==> src/rtl/lrm_pkg.sv <==
package lrm_pkg;
   typedef enum logic [1:0] {
      RM_NONE     = 2'd0,
      RM_PARTIAL  = 2'd1,
      RM_FULL     = 2'd2,
      RM_FULL_ALT = 2'd3
   } ret_mode_e;
endpackage

==> src/rtl/lrm_tick_gen.sv <==
module lrm_tick_gen #(
   parameter int DIV = 4
) (
   input  logic clk_i,
   input  logic rst_ni,
   output logic tick_o
);
   if (DIV < 1) begin : g_bad_div
      $error("lrm_tick_gen: DIV must be at least 1");
   end

   if (DIV == 1) begin : g_every
      assign tick_o = 1'b1;
   end else begin : g_div
      localparam int W = $clog2(DIV);
      localparam logic [W-1:0] LAST = W'(DIV - 1);
      logic [W-1:0] cnt_q;

      always_ff @(posedge clk_i or negedge rst_ni) begin
         if (!rst_ni)             cnt_q <= '0;
         else if (cnt_q == LAST)  cnt_q <= '0;
         else                     cnt_q <= cnt_q + 1'b1;
      end

      assign tick_o = (cnt_q == LAST);

      AST_TICK_SPACED: assert property (@(posedge clk_i) disable iff (!rst_ni)
         tick_o |=> !tick_o);
   end
endmodule

==> src/rtl/lrm_prio_pick.sv <==
module lrm_prio_pick #(
   parameter int W  = 8,
   parameter int IW = (W > 1) ? $clog2(W) : 1
) (
   input  logic [W-1:0]  req_i,
   output logic          any_o,
   output logic [IW-1:0] idx_o,
   output logic [W-1:0]  gnt_o
);
   always_comb begin
      idx_o = '0;
      gnt_o = '0;
      for (int i = W - 1; i >= 0; i--) begin
         if (req_i[i]) begin
            idx_o    = IW'(i);
            gnt_o    = '0;
            gnt_o[i] = 1'b1;
         end
      end
   end

   assign any_o = |req_i;
endmodule

==> src/rtl/lrm_line.sv <==
module lrm_line
   import lrm_pkg::*;
#(
   parameter int CNT_W = 8
) (
   input  logic             clk_i,
   input  logic             rst_ni,
   input  logic             tick_i,
   input  ret_mode_e        mode_i,
   input  logic             write_back_i,
   input  logic             wbuf_full_i,
   input  logic [CNT_W-1:0] thresh_i,
   input  logic             cfg_we_i,
   input  logic [CNT_W-1:0] cfg_limit_i,
   input  logic             load_i,
   input  logic             load_dirty_i,
   input  logic             rf_grant_i,
   input  logic             inval_i,
   output logic             valid_o,
   output logic             dead_o,
   output logic             dirty_o,
   output logic             want_rf_o,
   output logic             want_ev_o
);
   localparam logic [CNT_W-1:0] CNT_MAX = '1;

   logic [CNT_W-1:0] limit_q, age_q, life_q;
   logic             valid_q, dirty_q;
   logic [CNT_W:0]   age_next;
   logic             due, keep_alive;

   assign dead_o = (limit_q == '0);

   always_ff @(posedge clk_i or negedge rst_ni) begin
      if (!rst_ni) begin
         limit_q <= CNT_MAX;
         age_q   <= '0;
         life_q  <= '0;
         valid_q <= 1'b0;
         dirty_q <= 1'b0;
      end else begin
         if (cfg_we_i) limit_q <= cfg_limit_i;

         if (cfg_we_i && (cfg_limit_i == '0)) begin
            valid_q <= 1'b0;
         end else if (load_i && !dead_o) begin
            valid_q <= 1'b1;
            dirty_q <= load_dirty_i;
         end else if (inval_i) begin
            valid_q <= 1'b0;
         end

         if (load_i || rf_grant_i)         age_q <= '0;
         else if (tick_i && age_q != CNT_MAX) age_q <= age_q + 1'b1;

         if (load_i)                          life_q <= '0;
         else if (tick_i && life_q != CNT_MAX) life_q <= life_q + 1'b1;
      end
   end

   // one step of margin: due while a full step of charge still remains
   assign age_next = {1'b0, age_q} + 1'b1;
   assign due      = valid_q && (age_next >= {1'b0, limit_q});

   always_comb begin
      unique case (mode_i)
         RM_NONE:    keep_alive = dirty_q && write_back_i && wbuf_full_i;
         RM_PARTIAL: keep_alive = (limit_q < thresh_i) && (life_q < thresh_i);
         default:    keep_alive = 1'b1;
      endcase
   end

   assign want_rf_o = due && keep_alive;
   assign want_ev_o = due && !keep_alive;
   assign valid_o   = valid_q;
   assign dirty_o   = dirty_q;

   AST_DEAD_NOT_VALID: assert property (@(posedge clk_i) disable iff (!rst_ni)
      dead_o |-> !valid_o);
   AST_GRANT_CLEARS_AGE: assert property (@(posedge clk_i) disable iff (!rst_ni)
      rf_grant_i |=> (age_q == '0));
   AST_LOAD_SETS_VALID: assert property (@(posedge clk_i) disable iff (!rst_ni)
      load_i && !dead_o && !cfg_we_i |=> valid_o && (life_q == '0));
endmodule

==> src/rtl/line_retention_mgr.sv <==
module line_retention_mgr
   import lrm_pkg::*;
#(
   parameter int NUM_LINES = 8,
   parameter int CNT_W     = 8,
   parameter int TICK_DIV  = 4,
   localparam int IDX_W    = (NUM_LINES > 1) ? $clog2(NUM_LINES) : 1
) (
   input  logic                 clk_i,
   input  logic                 rst_ni,
   input  logic [1:0]           mode_i,
   input  logic                 write_back_i,
   input  logic                 wbuf_full_i,
   input  logic [CNT_W-1:0]     thresh_i,
   input  logic                 cfg_we_i,
   input  logic [IDX_W-1:0]     cfg_idx_i,
   input  logic [CNT_W-1:0]     cfg_limit_i,
   input  logic                 load_i,
   input  logic [IDX_W-1:0]     load_idx_i,
   input  logic                 load_dirty_i,
   output logic                 refresh_vld_o,
   output logic [IDX_W-1:0]     refresh_idx_o,
   output logic                 evict_vld_o,
   output logic [IDX_W-1:0]     evict_idx_o,
   output logic                 evict_dirty_o,
   input  logic                 evict_ack_i,
   output logic [NUM_LINES-1:0] line_valid_o,
   output logic [NUM_LINES-1:0] line_dead_o
);
   if (NUM_LINES < 2) begin : g_bad_lines
      $error("line_retention_mgr: NUM_LINES must be at least 2");
   end
   if (CNT_W < 2) begin : g_bad_width
      $error("line_retention_mgr: CNT_W must be at least 2");
   end

   ret_mode_e              mode_e;
   logic                   tick;
   logic [NUM_LINES-1:0]   want_rf, want_ev, line_dirty, rf_gnt, ev_onehot;
   logic                   rf_any, ev_any;
   logic [IDX_W-1:0]       rf_pick, ev_pick;
   logic                   ev_vld_q, ev_dirty_q;
   logic [IDX_W-1:0]       ev_idx_q;

   assign mode_e = ret_mode_e'(mode_i);

   lrm_tick_gen #(.DIV(TICK_DIV)) u_tick (
      .clk_i (clk_i),
      .rst_ni(rst_ni),
      .tick_o(tick)
   );

   for (genvar i = 0; i < NUM_LINES; i++) begin : g_line
      logic hit_cfg, hit_load, hit_inval;
      assign hit_cfg   = cfg_we_i && (cfg_idx_i == IDX_W'(i));
      assign hit_load  = load_i && (load_idx_i == IDX_W'(i));
      assign hit_inval = ev_vld_q && evict_ack_i && (ev_idx_q == IDX_W'(i));

      lrm_line #(.CNT_W(CNT_W)) u_line (
         .clk_i       (clk_i),
         .rst_ni      (rst_ni),
         .tick_i      (tick),
         .mode_i      (mode_e),
         .write_back_i(write_back_i),
         .wbuf_full_i (wbuf_full_i),
         .thresh_i    (thresh_i),
         .cfg_we_i    (hit_cfg),
         .cfg_limit_i (cfg_limit_i),
         .load_i      (hit_load),
         .load_dirty_i(load_dirty_i),
         .rf_grant_i  (rf_gnt[i]),
         .inval_i     (hit_inval),
         .valid_o     (line_valid_o[i]),
         .dead_o      (line_dead_o[i]),
         .dirty_o     (line_dirty[i]),
         .want_rf_o   (want_rf[i]),
         .want_ev_o   (want_ev[i])
      );
   end

   lrm_prio_pick #(.W(NUM_LINES), .IW(IDX_W)) u_rf_pick (
      .req_i(want_rf),
      .any_o(rf_any),
      .idx_o(rf_pick),
      .gnt_o(rf_gnt)
   );

   lrm_prio_pick #(.W(NUM_LINES), .IW(IDX_W)) u_ev_pick (
      .req_i(want_ev),
      .any_o(ev_any),
      .idx_o(ev_pick),
      .gnt_o(ev_onehot)
   );

   always_ff @(posedge clk_i or negedge rst_ni) begin
      if (!rst_ni) begin
         ev_vld_q   <= 1'b0;
         ev_idx_q   <= '0;
         ev_dirty_q <= 1'b0;
      end else if (ev_vld_q) begin
         if (evict_ack_i) ev_vld_q <= 1'b0;
      end else if (ev_any) begin
         ev_vld_q   <= 1'b1;
         ev_idx_q   <= ev_pick;
         ev_dirty_q <= |(ev_onehot & line_dirty) && write_back_i;
      end
   end

   assign refresh_vld_o = rf_any;
   assign refresh_idx_o = rf_pick;
   assign evict_vld_o   = ev_vld_q;
   assign evict_idx_o   = ev_idx_q;
   assign evict_dirty_o = ev_dirty_q;

   AST_EVICT_HOLD: assert property (@(posedge clk_i) disable iff (!rst_ni)
      evict_vld_o && !evict_ack_i |=> evict_vld_o && $stable(evict_idx_o) && $stable(evict_dirty_o));
   AST_ACK_INVALIDATES: assert property (@(posedge clk_i) disable iff (!rst_ni)
      evict_vld_o && evict_ack_i && !(load_i && load_idx_i == evict_idx_o)
      |=> !line_valid_o[$past(evict_idx_o)]);
   AST_FULL_NO_EVICT: assert property (@(posedge clk_i) disable iff (!rst_ni)
      $rose(evict_vld_o) |-> ($past(mode_i) != 2'd2));
   AST_REFRESH_VALID_LINE: assert property (@(posedge clk_i) disable iff (!rst_ni)
      refresh_vld_o |-> line_valid_o[refresh_idx_o]);
   AST_WT_CLEAN: assert property (@(posedge clk_i) disable iff (!rst_ni)
      $rose(evict_vld_o) && !$past(write_back_i) |-> !evict_dirty_o);
endmodule

==> config.mk <==
export PLATFORM = sky130hd
export DESIGN_NAME = line_retention_mgr
export DESIGN_NICKNAME = d
export VERILOG_FILES = /design/src/rtl/lrm_pkg.sv /design/src/rtl/lrm_tick_gen.sv /design/src/rtl/lrm_prio_pick.sv /design/src/rtl/lrm_line.sv /design/src/rtl/line_retention_mgr.sv
export SDC_FILE = /design/constraint.sdc
export NUM_CORES = 1
export LEC_CHECK = 0
export BUFFER_PORTS_ARGS = -buffer_cell sky130_fd_sc_hd__buf_2
export CAP_MARGIN = 30
export CORE_MARGIN = 2
export CORE_UTILIZATION = 40
export DETAILED_ROUTE_END_ITERATION = 12
export PLACE_DENSITY = 0.55
export RECOVER_POWER = 100
export SETUP_SLACK_MARGIN = 0.2
export SYNTH_ARGS = -nofsm -noshare
export SYNTH_HDL_FRONTEND = slang
export SYNTH_SLANG_ARGS = --single-unit
==> constraint.sdc <==
create_clock -name clk_i -period 3.6 [get_ports clk_i]
set_clock_uncertainty 0.1 [all_clocks]
set_input_delay 0.36 -clock clk_i [delete_from_list [all_inputs] [get_ports clk_i]]
set_output_delay 0.36 -clock clk_i [all_outputs]
set_load 0.005 [all_outputs]
# [After elaboration in Yosys (flattened, before gate mapping)]
# Cells that the tools add are included.
# W data, S select, Z words.
[classes] order_cmp=24 n_div=0 shift=0 reduce_logical=179 n_mux=100 bitwise_logic=10 eq_ne=39 multipliers=0 n_addsub=25
[ops] op="$mux W8" n=48
[ops] op="$add A8 B1 Y8 const B" n=16
[ops] op="$lt A8 B8 Y1" n=16
[ops] op="$ne A8 B8 Y1 const B" n=16
[ops] op="$logic_and A1 B1 Y1" n=106
[ops] op="$add A8 B1 Y9 const B" n=8
[ops] op="$ge A9 B8 Y1" n=8
[ops] op="$logic_not A8 Y1" n=9
[ops] op="$mux W3" n=16
[ops] op="$eq A3 B3 Y1 const B" n=12
[ops] op="$reduce_bool A2 Y1" n=16
[ops] op="$mux W1" n=27
[ops] op="$reduce_bool A3 Y1" n=8
[ops] op="$reduce_or A8 Y1" n=3
[ops] op="$eq A3 B2 Y1 const B" n=6
[ops] op="$reduce_and A2 Y1" n=9
[ops] op="$logic_not A1 Y1" n=16
[ops] op="$pmux W1 S2" n=8
[ops] op="$eq A3 B1 Y1 const B" n=3
[ops] op="$logic_not A3 Y1" n=3
[ops] op="$not A1 Y1" n=9
[ops] op="$and A8 B8 Y8" n=1
[ops] op="$logic_or A1 B1 Y1" n=8
[ops] op="$add A2 B1 Y2 const B" n=1
[ops] op="other kinds (4)" n=4
[totals] input_bits=32 rom_bits=0 out_inout_bits=25 ff_bits=215 word_cells=421 mem_bits_rw=0 latch_bits=0 n_memories=0

# [Logic depth before layout (Yosys ltp)]
# Gate-level depths: netlist of run 1.
[depth] depth_word=16 ltp_mapped=15 depth_no_buf=14

# [By module]
# From an unflattened synthesis of run 1, not the netlist that was laid out.
[unflattened] cells_unflattened=1707 hier_area_um2=15399.8
[by_module_without_submodules] module="lrm_line (g_line[0].u_line ...)" n_inst=6 area_each_um2=1823.0 cells_each=201 seq_area_each_um2=660.6
[by_module_without_submodules] module="lrm_line (g_line[1].u_line)" n_inst=1 area_each_um2=1854.3 cells_each=193 seq_area_each_um2=660.6
[by_module_without_submodules] module="lrm_line (g_line[5].u_line)" n_inst=1 area_each_um2=1824.2 cells_each=201 seq_area_each_um2=660.6
[by_module_without_submodules] module="line_retention_mgr" n_inst=1 area_each_um2=426.7 cells_each=57 seq_area_each_um2=125.1
[by_module_without_submodules] module="lrm_prio_pick" n_inst=2 area_each_um2=145.1 cells_each=23 seq_area_each_um2=0.0
[by_module_without_submodules] module="lrm_tick_gen" n_inst=1 area_each_um2=66.3 cells_each=4 seq_area_each_um2=50.0

# [Least setup slack after synthesis of run 1]
# No wires, ideal clock.
[synth_path] path_kind="register to output" startpoint="register g_line[0].u_line.age_q[0]" endpoint="output refresh_vld_o" stages_incl_launch_ff=15 arrival_ns=3.330 path_slack_ns=-0.190 n_path_buf=1 required_ns=3.140 path_cell_list="dfrtp_1 -> ha_1 -> nand3_1 -> nor2_1 -> xor2_1 -> ha_1 -> a21oi_1 -> o21ai_0 -> and2_1 -> o41ai_4 -> a21oi_2 -> or4_1 -> buf_2 -> or2_4 -> or2_1"
[synth_between] elab_chain_len=5
[synth_rtl] item="start: declaration" line_no="lrm_line.sv:27" text="logic [CNT_W-1:0] limit_q, age_q, life_q;"
[synth_rtl] item="start signal: assignment" line_no="lrm_line.sv:54" text="else if (tick_i && age_q != CNT_MAX) age_q <= age_q + 1'b1;"
[synth_rtl] item="$add A8 B1 Y9" line_no="lrm_line.sv:62" text="assign age_next = {1'b0, age_q} + 1'b1;"
[synth_rtl] item="$ge A9 B8 Y1" line_no="lrm_line.sv:63" text="assign due = valid_q && (age_next >= {1'b0, limit_q});"
[synth_rtl] item="$logic_and A1 B1 Y1" line_no="lrm_line.sv:63"
[synth_rtl] item="$logic_and A1 B1 Y1" line_no="lrm_line.sv:73" text="assign want_rf_o = due && keep_alive;"
[synth_rtl] item="$reduce_or A8 Y1" line_no="lrm_prio_pick.sv:22" text="assign any_o = |req_i;"
[synth_rtl] item="end: declaration" line_no="line_retention_mgr.sv:21" text="output logic refresh_vld_o,"
# Every way passes these cells.

# [Final worst setup path of run 1]
# Ends and elaborated chain as after synthesis.

==> results.txt, run 1 <==
The run finished, with violations left. The checks that failed: max-capacitance violations, max-slew violations, negative setup slack. Cell at the slowest stage of the critical path: or4_4. Detailed placement ended at an HPWL of 31130 µm. The clock passes through at most 3 buffers. For this run, the number of Yosys warnings is 0. After synthesis the cells add up to 14870 µm². Post-detailed-routing wire length: 43450 µm. Each instance of the synthesized netlist takes up on average 9.250 µm². The most area-hungry cell type in the Yosys netlist was dfrtp_1. In this run the vertical extent of the chip is 196.8 µm. In the global route stage, overall resource usage came out at 22.75%.

The initial antenna violation count was 0; the fill cell instance count of the final layout was 3512. Walking the worst path, the cells encountered are buf_4 -> nand3_2 -> nor2_4 -> xor2_1 -> ha_1 -> and3_1 -> nand3_1 -> a21oi_1 -> o41ai_4 -> a21oi_2 -> or4_4 -> or2_4 -> or2_4 -> buf_6. The total area inside the core boundary comes to 36610 µm². For the worst flop-to-flop path, the logic depth is 17. The final number of setup-violating endpoints is 30. The post-route fraction of the period consumed by the critical path is 116.2%, and the max-cap violation count is 1. The number of nets with antenna violations after detailed routing is 0, and the post-synthesis cell type count is 72.

The clock input transition at the sequential cells of the worst setup and hold paths was 0.06 ns; the starting DRC count in detailed routing was 741. Of all nets on the critical path, the largest fanout is 3. The worst setup path is launched from a flop. The clock share of power was 25.4%; the power share of the sequential group was 36.0%. In the synthesized netlist the async set-or-reset flop fraction comes to 100.0%. The setup slack of the critical path after layout is -0.5832 ns, and the sequential cell area is 5460 µm². The most used flip-flop cell after synthesis was dfrtp_1. For this configuration, the core starts out at a cell density of 40.60%. The number of clock sinks is 215, and the multi-input logic area is 9276 µm². The most common cell in the netlist is nor2_1. The analysis attributes to net switching a power of 3947 µW.

The largest net degree at the start of global routing is 97. The tools report the top-level port count as 57. Summing over every cut layer, the via total after detailed routing is 12350. At the end of the flow, the number of nets in the layout was 2012. Count of final hold-check violations: 0. The tools report the endpoint kind of the worst setup timing path as an output port. The first detailed-routing pass ran for 7 iterations.

The peak ir drop on the vdd network is 399.7 µV. Static timing analysis puts the maximum clock frequency at 239.1 MHz. The relative slew slack was -74.29%; the standby leakage power was 0.008284 µW. In this run the worst setup path terminates at refresh_vld_o. During placement, the flow inserted port buffers numbering 56. The tools report the number of H-tree levels as 1. The flop-to-flop setup slack came out at -0.03 ns. Setup repair after global routing could not meet its margin everywhere.

Dividing the detail-routed wire length by the instance count gives 19.10 µm. STA puts the critical path data required time at 3.14 ns. The tree is rooted in a clkbuf_16.

The capturing point of the worst reg2reg path was g_line[7].u_line.age_q[6]. Ranked by instance count, the synthesized netlist is headed by nor2_1, ha_1, dfrtp_1. In this run the worst hold path is classified as in -> reg. Yosys attributes the largest share of cell area to dfrtp_1, ha_1, dfstp_2, nor2_1, xor2_1. The switching part of the total power is 36.35%.

The critical path depth came out at 14. The number of standard cells after synthesis is 1607, and the combinational group share of total power is 38.6%. In the final layout, the share of cells above drive strength 1 is 21.97%. The run gives 70 as the number of placement rows.

The first global-routing pass estimated 68870 µm of wire. The cell family contributing the most delay on the critical path is simple AND/OR/NAND/NOR gates. In this run the horizontal extent of the chip is 196.8 µm.

After layout, the design draws a total of 10860 µW. The number of global-route vias before repair was 12280; the shortest period the worst path allows was 4.183 ns. 0 antenna diodes ended up in the layout. The aggregate global routing overflow is 0.

In this run the critical register-to-register path is launched from g_line[0].u_line.age_q[0]. The number of synthesized flops with an enable pin was 0. Counting flops and latches in the post-synthesis netlist gives 215. At the end of routability-driven placement, the weighted congestion stood at 0.8779. The logs give 49.08% for the final standard cell utilization of the core and 3.72 ns for the arrival time reported for the critical path endpoint. The category of the critical setup timing path was reg -> out.

The area added between synthesis and finish was 20.87%; the internal power of the cells was 6913 µW. Counting stages on the worst path, the most repeated cell is or2_4. The transition time at the pin with the least slew margin was 2.614 ns; the largest incremental delay on the critical path was 0.51 ns. For the worst-skew pair, the clock arrives at the later sink with an insertion delay of 0.56 ns. In the routed design, unresolved DRC markers number 0. For this run, the register share of the synthesized area comes to 36.73%.

The routed via count divided by cell count came out at 5.429. For the number of max-slew violations in the final report, the log shows 97. TritonCTS built the clock tree. Together, buffers and inverters on the worst path number 2.

For this design the ratio of total power to cell area is 604.4 nW/µm². The launching instance or port of the critical path is g_line[0].u_line.age_q[0]. The share of synthesized area in the top cell type comes to 25.42%. Clock tree synthesis inserted a total of 27 buffers. The logs give 38720 µm² for the area of the die and 1832 for the net count after synthesis.
[layout by cell type (no fill, tap or decap), types with 8 or more instances in the layout]
cell type / Yosys / layout
a211oi_1: 14 / 13
a21o_1: 12 / 12
a21oi_1: 69 / 64
a22oi_1: 8 / 8
a31oi_1: 10 / 10
and3_1: 18 / 16
buf_12: 0 / 8
buf_2: 2 / 35
buf_4: 18 / 112
buf_6: 0 / 10
clkbuf_1: 22 / 28
clkbuf_16: 0 / 27
dfrtp_1: 151 / 151
dfstp_1: 0 / 8
dfstp_2: 64 / 56
ha_1: 193 / 186
inv_1: 83 / 82
mux2_2: 44 / 44
mux2i_1: 8 / 8
nand2_1: 128 / 126
nand2b_1: 25 / 24
nand3_1: 91 / 80
nand4_1: 43 / 43
nor2_1: 213 / 197
nor2_2: 0 / 9
nor2b_1: 16 / 14
nor3_1: 11 / 9
nor3b_1: 10 / 10
o211ai_1: 11 / 11
o21a_1: 8 / 8
o21ai_0: 73 / 72
o21ai_1: 11 / 9
o22ai_1: 10 / 8
or4_1: 9 / 8
xnor2_1: 63 / 60
xor2_1: 79 / 77
[state kept, by name (all words and copies together), names as in the netlist]
register and cells:
u_tick.g_div.cnt_q 2, evict_idx_o 3, g_line.u_line.valid_o 8, evict_dirty_o 1, g_line.u_line.age_q 64, evict_vld_o 1
g_line.u_line.life_q 64, g_line.u_line.limit_q 64, g_line.u_line.dirty_o 8
[what timing repair did]
action / in CTS / in global routing
setup buffers: 29 / 14
hold buffers: 3 / 0
gates resized for setup: 62 / 36
endpoints found under the hold margin: 58 / 0
setup endpoints to repair: 32 / 55
pin swaps: 39 / 31
[worst min-delay path, cell delays in order]
cell     delay [ns]
buf_2          0.23
nand2_1        0.09
o21ai_0        0.08
[worst min-delay path by stage]
stage / start / end / slack [ns] / cells after the start
4_1_cts: cfg_limit_i[5] / g_line[0].u_line.limit_q[5] / 0.08 / 3
6_report: cfg_limit_i[5] / g_line[4].u_line.limit_q[5] / 0.12 / 3
5_1_grt: cfg_limit_i[6] / g_line[1].u_line.limit_q[6] / 0.11 / 3
2_1_floorplan: rst_ni / evict_dirty_o / -0.04 / 0
3_5_place_dp: u_tick.g_div.cnt_q[0] / u_tick.g_div.cnt_q[0] / 0.33 / 1
3_3_place_gp: u_tick.g_div.cnt_q[0] / u_tick.g_div.cnt_q[0] / 0.32 / 1
[cells by family (layout without fill, tap and decap cells)]
logic type / after synthesis / in the layout / synth area share, %
simple gates: 599 / 599 / 19.09
compound gates: 276 / 276 / 11.93
flops: 215 / 215 / 36.73
fa+ha+maj: 193 / 193 / 16.24
xor+xnor: 142 / 142 / 8.366
buf+inv: 130 / 330 / 3.771
mux: 52 / 52 / 3.872
[per-stage QoR]
step                instance area [µm²]  setup WS, ns  setup TNS, ns  instances  hold slack [ns]
CTS                               17780       -0.7043         -5.400       2261          0.08247
finish                            17970       -0.5832         -2.298       2275           0.1182
floorplan                         14910        0.1193              0       1607         -0.03559
global route                      17970       -0.7278         -8.291       2275           0.1084
detailed placement                16350       -0.1954        -0.3184       2180           0.3327
global placement                  16350       -0.2241        -0.2720       2180           0.3195
[power by group through the flow]
| stage | Combinational (µW) | Clock (µW) | Sequential, µW |
|---|---|---|---|
| finish | 4190 | 2750 | 3910 |
| global route | 4780 | 2920 | 4010 |
| CTS | 4080 | 2830 | 3890 |
| detailed placement | 3670 | 0 | 3920 |
| global placement | 3560 | 0 | 3910 |
| floorplan | 2510 | 0 | 3710 |
[final cells by class]
| cell class | count | share of cell area [%] |
|---|---|---|
| clock inverters | 9 | 0.5292 |
| repair buffers | 198 | 8.043 |
| clock buffers | 40 | 4.422 |
| well taps | 468 | 3.259 |
| flip-flops and latches | 215 | 30.39 |
| inverters | 83 | 1.734 |
| multi-input cells | 1262 | 51.63 |
[layer usage]
metal	wire length, µm	global-route usage [%]	share of wire, %
met5	0	0	0
met4	911	4.762	2.1
met3	1950	3.097	4.5
met2	20070	37.65	46
met1	20520	31.79	47
Note: power is estimated with default switching activity, not from simulation.
==> run 2: changes to the inputs <==
--- a/config.mk
+++ b/config.mk
@@ -7,10 +7,12 @@
 export LEC_CHECK = 0
 export BUFFER_PORTS_ARGS = -buffer_cell sky130_fd_sc_hd__buf_2
 export CAP_MARGIN = 30
+export CELL_PAD_IN_SITES_DETAIL_PLACEMENT = 0
+export CELL_PAD_IN_SITES_GLOBAL_PLACEMENT = 2
 export CORE_MARGIN = 2
-export CORE_UTILIZATION = 40
+export CORE_UTILIZATION = 37
 export DETAILED_ROUTE_END_ITERATION = 12
-export PLACE_DENSITY = 0.55
+export PLACE_DENSITY = 0.75
 export RECOVER_POWER = 100
 export SETUP_SLACK_MARGIN = 0.2
 export SYNTH_ARGS = -nofsm -noshare
==> run 2 against run 1 <==
Compared with the run above:
- the run still ends with max-capacitance violations, max-slew violations, negative setup slack left
- critical path depth stayed put
- first-iteration DRC count is 3.0% lower
- setup slack worse by 0.045 ns
- count of clock-buffer cells in the layout is 1 lower
- cell count is 3.5% higher
- flip-flop and latch count stayed put
- via count is 0.18% higher
- maximum frequency is 1.1% lower
- non-clock buffer count is 22 higher
- critical endpoint unchanged
- largest power group unchanged
- highest routed layer unchanged
==> results.txt, run 2 (synthesis gave the netlist of run 1 again) <==
The clock latency on the worst-skew pair came out at 0.56 ns (about the same). The logs give 3 (unchanged) for the maximum number of buffers from clock root to sink and 316.5 µV (-21%) for the peak ir drop on the vdd network. Critical hold path startpoint: write_back_i.

The tools report the area of the placeable core as 39730 µm² (+8.5%). The fill cell instance count of the final layout was 3893 (+11%). The library cell appearing most often on the critical path is or2_4. Traced cell by cell, the critical path runs through ha_4 -> nand3_4 -> nor2_4 -> xor2_1 -> ha_1 -> a21oi_1 -> o21ai_1 -> and2_4 -> o41ai_4 -> a21oi_2 -> or4_4 -> or2_4 -> or2_4 -> buf_6. The initial antenna violation count was 6 (+6); the number of global-route vias before repair was 12280 (+0.024%). For the total iterations of the first detailed-routing run, the log shows 5 (-2). For the endpoint required time on the critical path, the log shows 3.14 ns (about the same). Final number of setup-violating endpoints: 20 (-33%). The share of final-layout standard cells stronger than drive strength 1 was 24.33% (+2.4 points); the number of max-slew violations in the final report was 93 (-4.1%).

The starting density of the core was 37.41% (-3.2 points). The run gives 0 (unchanged) as the count of final hold-check violations. Max-cap violation count: 1 (unchanged). The library cells used most frequently in the layout, excluding fill and tap cells, are nor2_1, ha_1, dfrtp_1. The cell at the slowest stage of the critical path was or4_4. The number of buffers inserted during clock tree synthesis is 27 (unchanged). For the routed via count, the log shows 12370 (+0.18%). Capturing point of the worst reg2reg path: g_line[7].u_line.age_q[6]. Setup slack of the critical path after layout: -0.6284 ns (-0.04527 ns). The depth of the worst hold-timing path is 3 (unchanged), and the flop-to-flop setup slack is -0.13 ns (-0.10 ns). The tools report the relative slew slack as -68.80% (+5.5 points).

The run finished, with violations left. The transition time at the pin with the least slew margin was 2.532 ns (-0.08237 ns). The worst register-to-register path begins at g_line[0].u_line.age_q[1]. The starting DRC count in detailed routing came out at 719 (-3.0%).

Worst hold path class: in -> reg. The category of the critical setup timing path is reg -> out. Number of clock sinks: 215 (unchanged). For the all-layer global routing usage, the log shows 22.15% (-0.61 points). The run gives 70840 µm (+2.9%) as the first-pass GRT wire length. For the number of H-tree levels, the log shows 1 (unchanged). The clock input transition at the sequential cells of the worst setup and hold paths was 0.06 ns (about the same).

Clock root buffer: clkbuf_16. The shortest period the worst path allows was 4.228 ns (+0.04527 ns); the highest clock rate was 236.5 MHz (-1.1%). The largest incremental delay on the critical path came out at 0.53 ns (+0.02 ns). The die span in x came out at 204.4 µm (+3.9%).

The power density over cell area works out to 603.8 nW/µm² (about the same). Endpoint kind of the worst setup timing path: an output port. The run gives 73 (+4.3%) as the number of placement rows.

Arrival time reported for the critical path endpoint: 3.77 ns (+0.05 ns). The area growth from synthesis to layout is 23.65%. In the final layout, the registers with the most flip-flops are g_line.u_line.age_q: 64 flops, g_line.u_line.life_q: 64 flops, g_line.u_line.limit_q: 64 flops. The largest net degree at the start of global routing was 93 (-4.1%); the final weighted congestion of routability-driven global placement was 0.8312 (-5.3%). The count of input and output buffers came out at 56 (unchanged). The wire length per cell came out at 19.35 µm (+1.3%). The tools report the top-level port count as 57 (unchanged). The count of placed standard cells in the final layout, fillers left out is 2354 (+3.5%). The tools report the destination of the worst hold path as evict_dirty_o. The tools report the standby leakage power as 0.008396 µW (+1.4%). TritonCTS built the clock tree. The layout net count is 2034 (+1.1%). Aggregate global routing overflow: 0 (unchanged). The antenna diode count came out at 0 (unchanged).

The post-route DRC violation count was 0 (unchanged). The post-route fraction of the period consumed by the critical path was 117.5% (+1.3 points). Leaving out fill and tap cells, the most frequent cell in the layout is nor2_1. The routed via count divided by cell count came out at 5.257 (-3.2%). The worst-path maximum fanout is 3 (unchanged). The logs give 45550 µm (+4.8%) for the post-detailed-routing wire length and 11100 µW (+2.2%) for the total chip power. The depth of the most critical reg-to-reg path came out at 18 (+1). The worst setup path is launched from a flop. The number of nets with antenna violations after detailed routing is 0 (unchanged), and the height of the die is 204.4 µm (+3.9%). For the minimum setup slack after placement, the log shows -0.2252 ns (-0.02977 ns). Setup repair after global routing could not meet its margin everywhere. The final reports fail on max-capacitance violations, max-slew violations, negative setup slack. For the placed cell count, the log shows 2273 (+4.3%). The area of the die was 41800 µm² (+7.9%). For the half-perimeter wire length after detailed placement, the log shows 33250 µm (+6.8%).
## run 2: cell type report
class	count	area, µm²	area share, %
clock buffers	39	770.7	4.193
clock inverters	10	101.3	0.5514
inverters	83	311.5	1.695
multi-input cells	1262	9415	51.22
flip-flops and latches	215	5466	29.74
well taps	525	656.9	3.574
repair buffers	220	1659	9.026
## run 2: power by group
part,switching [µW],internal (µW)
Clock,1110,1620
Sequential,782,3140
Combinational,2190,2260
## run 2: layer usage
| layer | GRT usage [%] | vias to the layer above | wire length, µm |
|---|---|---|---|
| met5 | 0 | - | 0 |
| met4 | 4.607 | 0 | 697 |
| met3 | 2.695 | 39 | 2141 |
| met2 | 35.52 | 226 | 20520 |
| met1 | 31.96 | 6013 | 22200 |
| li1 | - | 6096 | - |
## run 2: worst max path at each step
stage | from | endpoint | slack, ns | depth (start not counted)
2_1_floorplan | g_line[0].u_line.age_q[0] | refresh_vld_o | 0.12 | 14
3_3_place_gp | g_line[7].u_line.age_q[0] | refresh_vld_o | -0.20 | 14
3_5_place_dp | g_line[7].u_line.age_q[0] | refresh_vld_o | -0.23 | 14
4_1_cts | g_line[0].u_line.age_q[1] | refresh_vld_o | -0.62 | 14
5_1_grt | g_line[0].u_line.age_q[1] | refresh_vld_o | -0.81 | 14
6_report | g_line[0].u_line.age_q[1] | refresh_vld_o | -0.63 | 14
## run 2: what timing repair did
action                     4_1_cts  5_1_grt
gates resized for setup         65       66
pin swaps                       41       30
buffers inserted                17       13
setup endpoints to repair       40       55
hold endpoints to repair        74        0
hold buffers                     2        0
## run 2: worst max-delay path: cells and delay by family (launching register included)
kind	cells	cell delay [ns]
flops	1	0.42
simple gates	6	1.42
xor+xnor	1	0.18
compound gates	4	0.60
fa+ha+maj	2	0.45
buf+inv	1	0.12
## run 2: per-stage QoR
step           utilization [%]  instance area [µm²]  setup TNS (ns)  hold WS [ns]
3_5_place_dp             42.10                16730         -0.7811        0.3204
4_1_cts                  45.48                18070          -1.645       0.05908
5_1_grt                  46.26                18380          -19.66       0.07903
2_1_floorplan                -                14910               0      -0.03559
3_3_place_gp             42.10                16730         -0.6066        0.3191
6_report                 46.26                18380          -3.633       0.08335
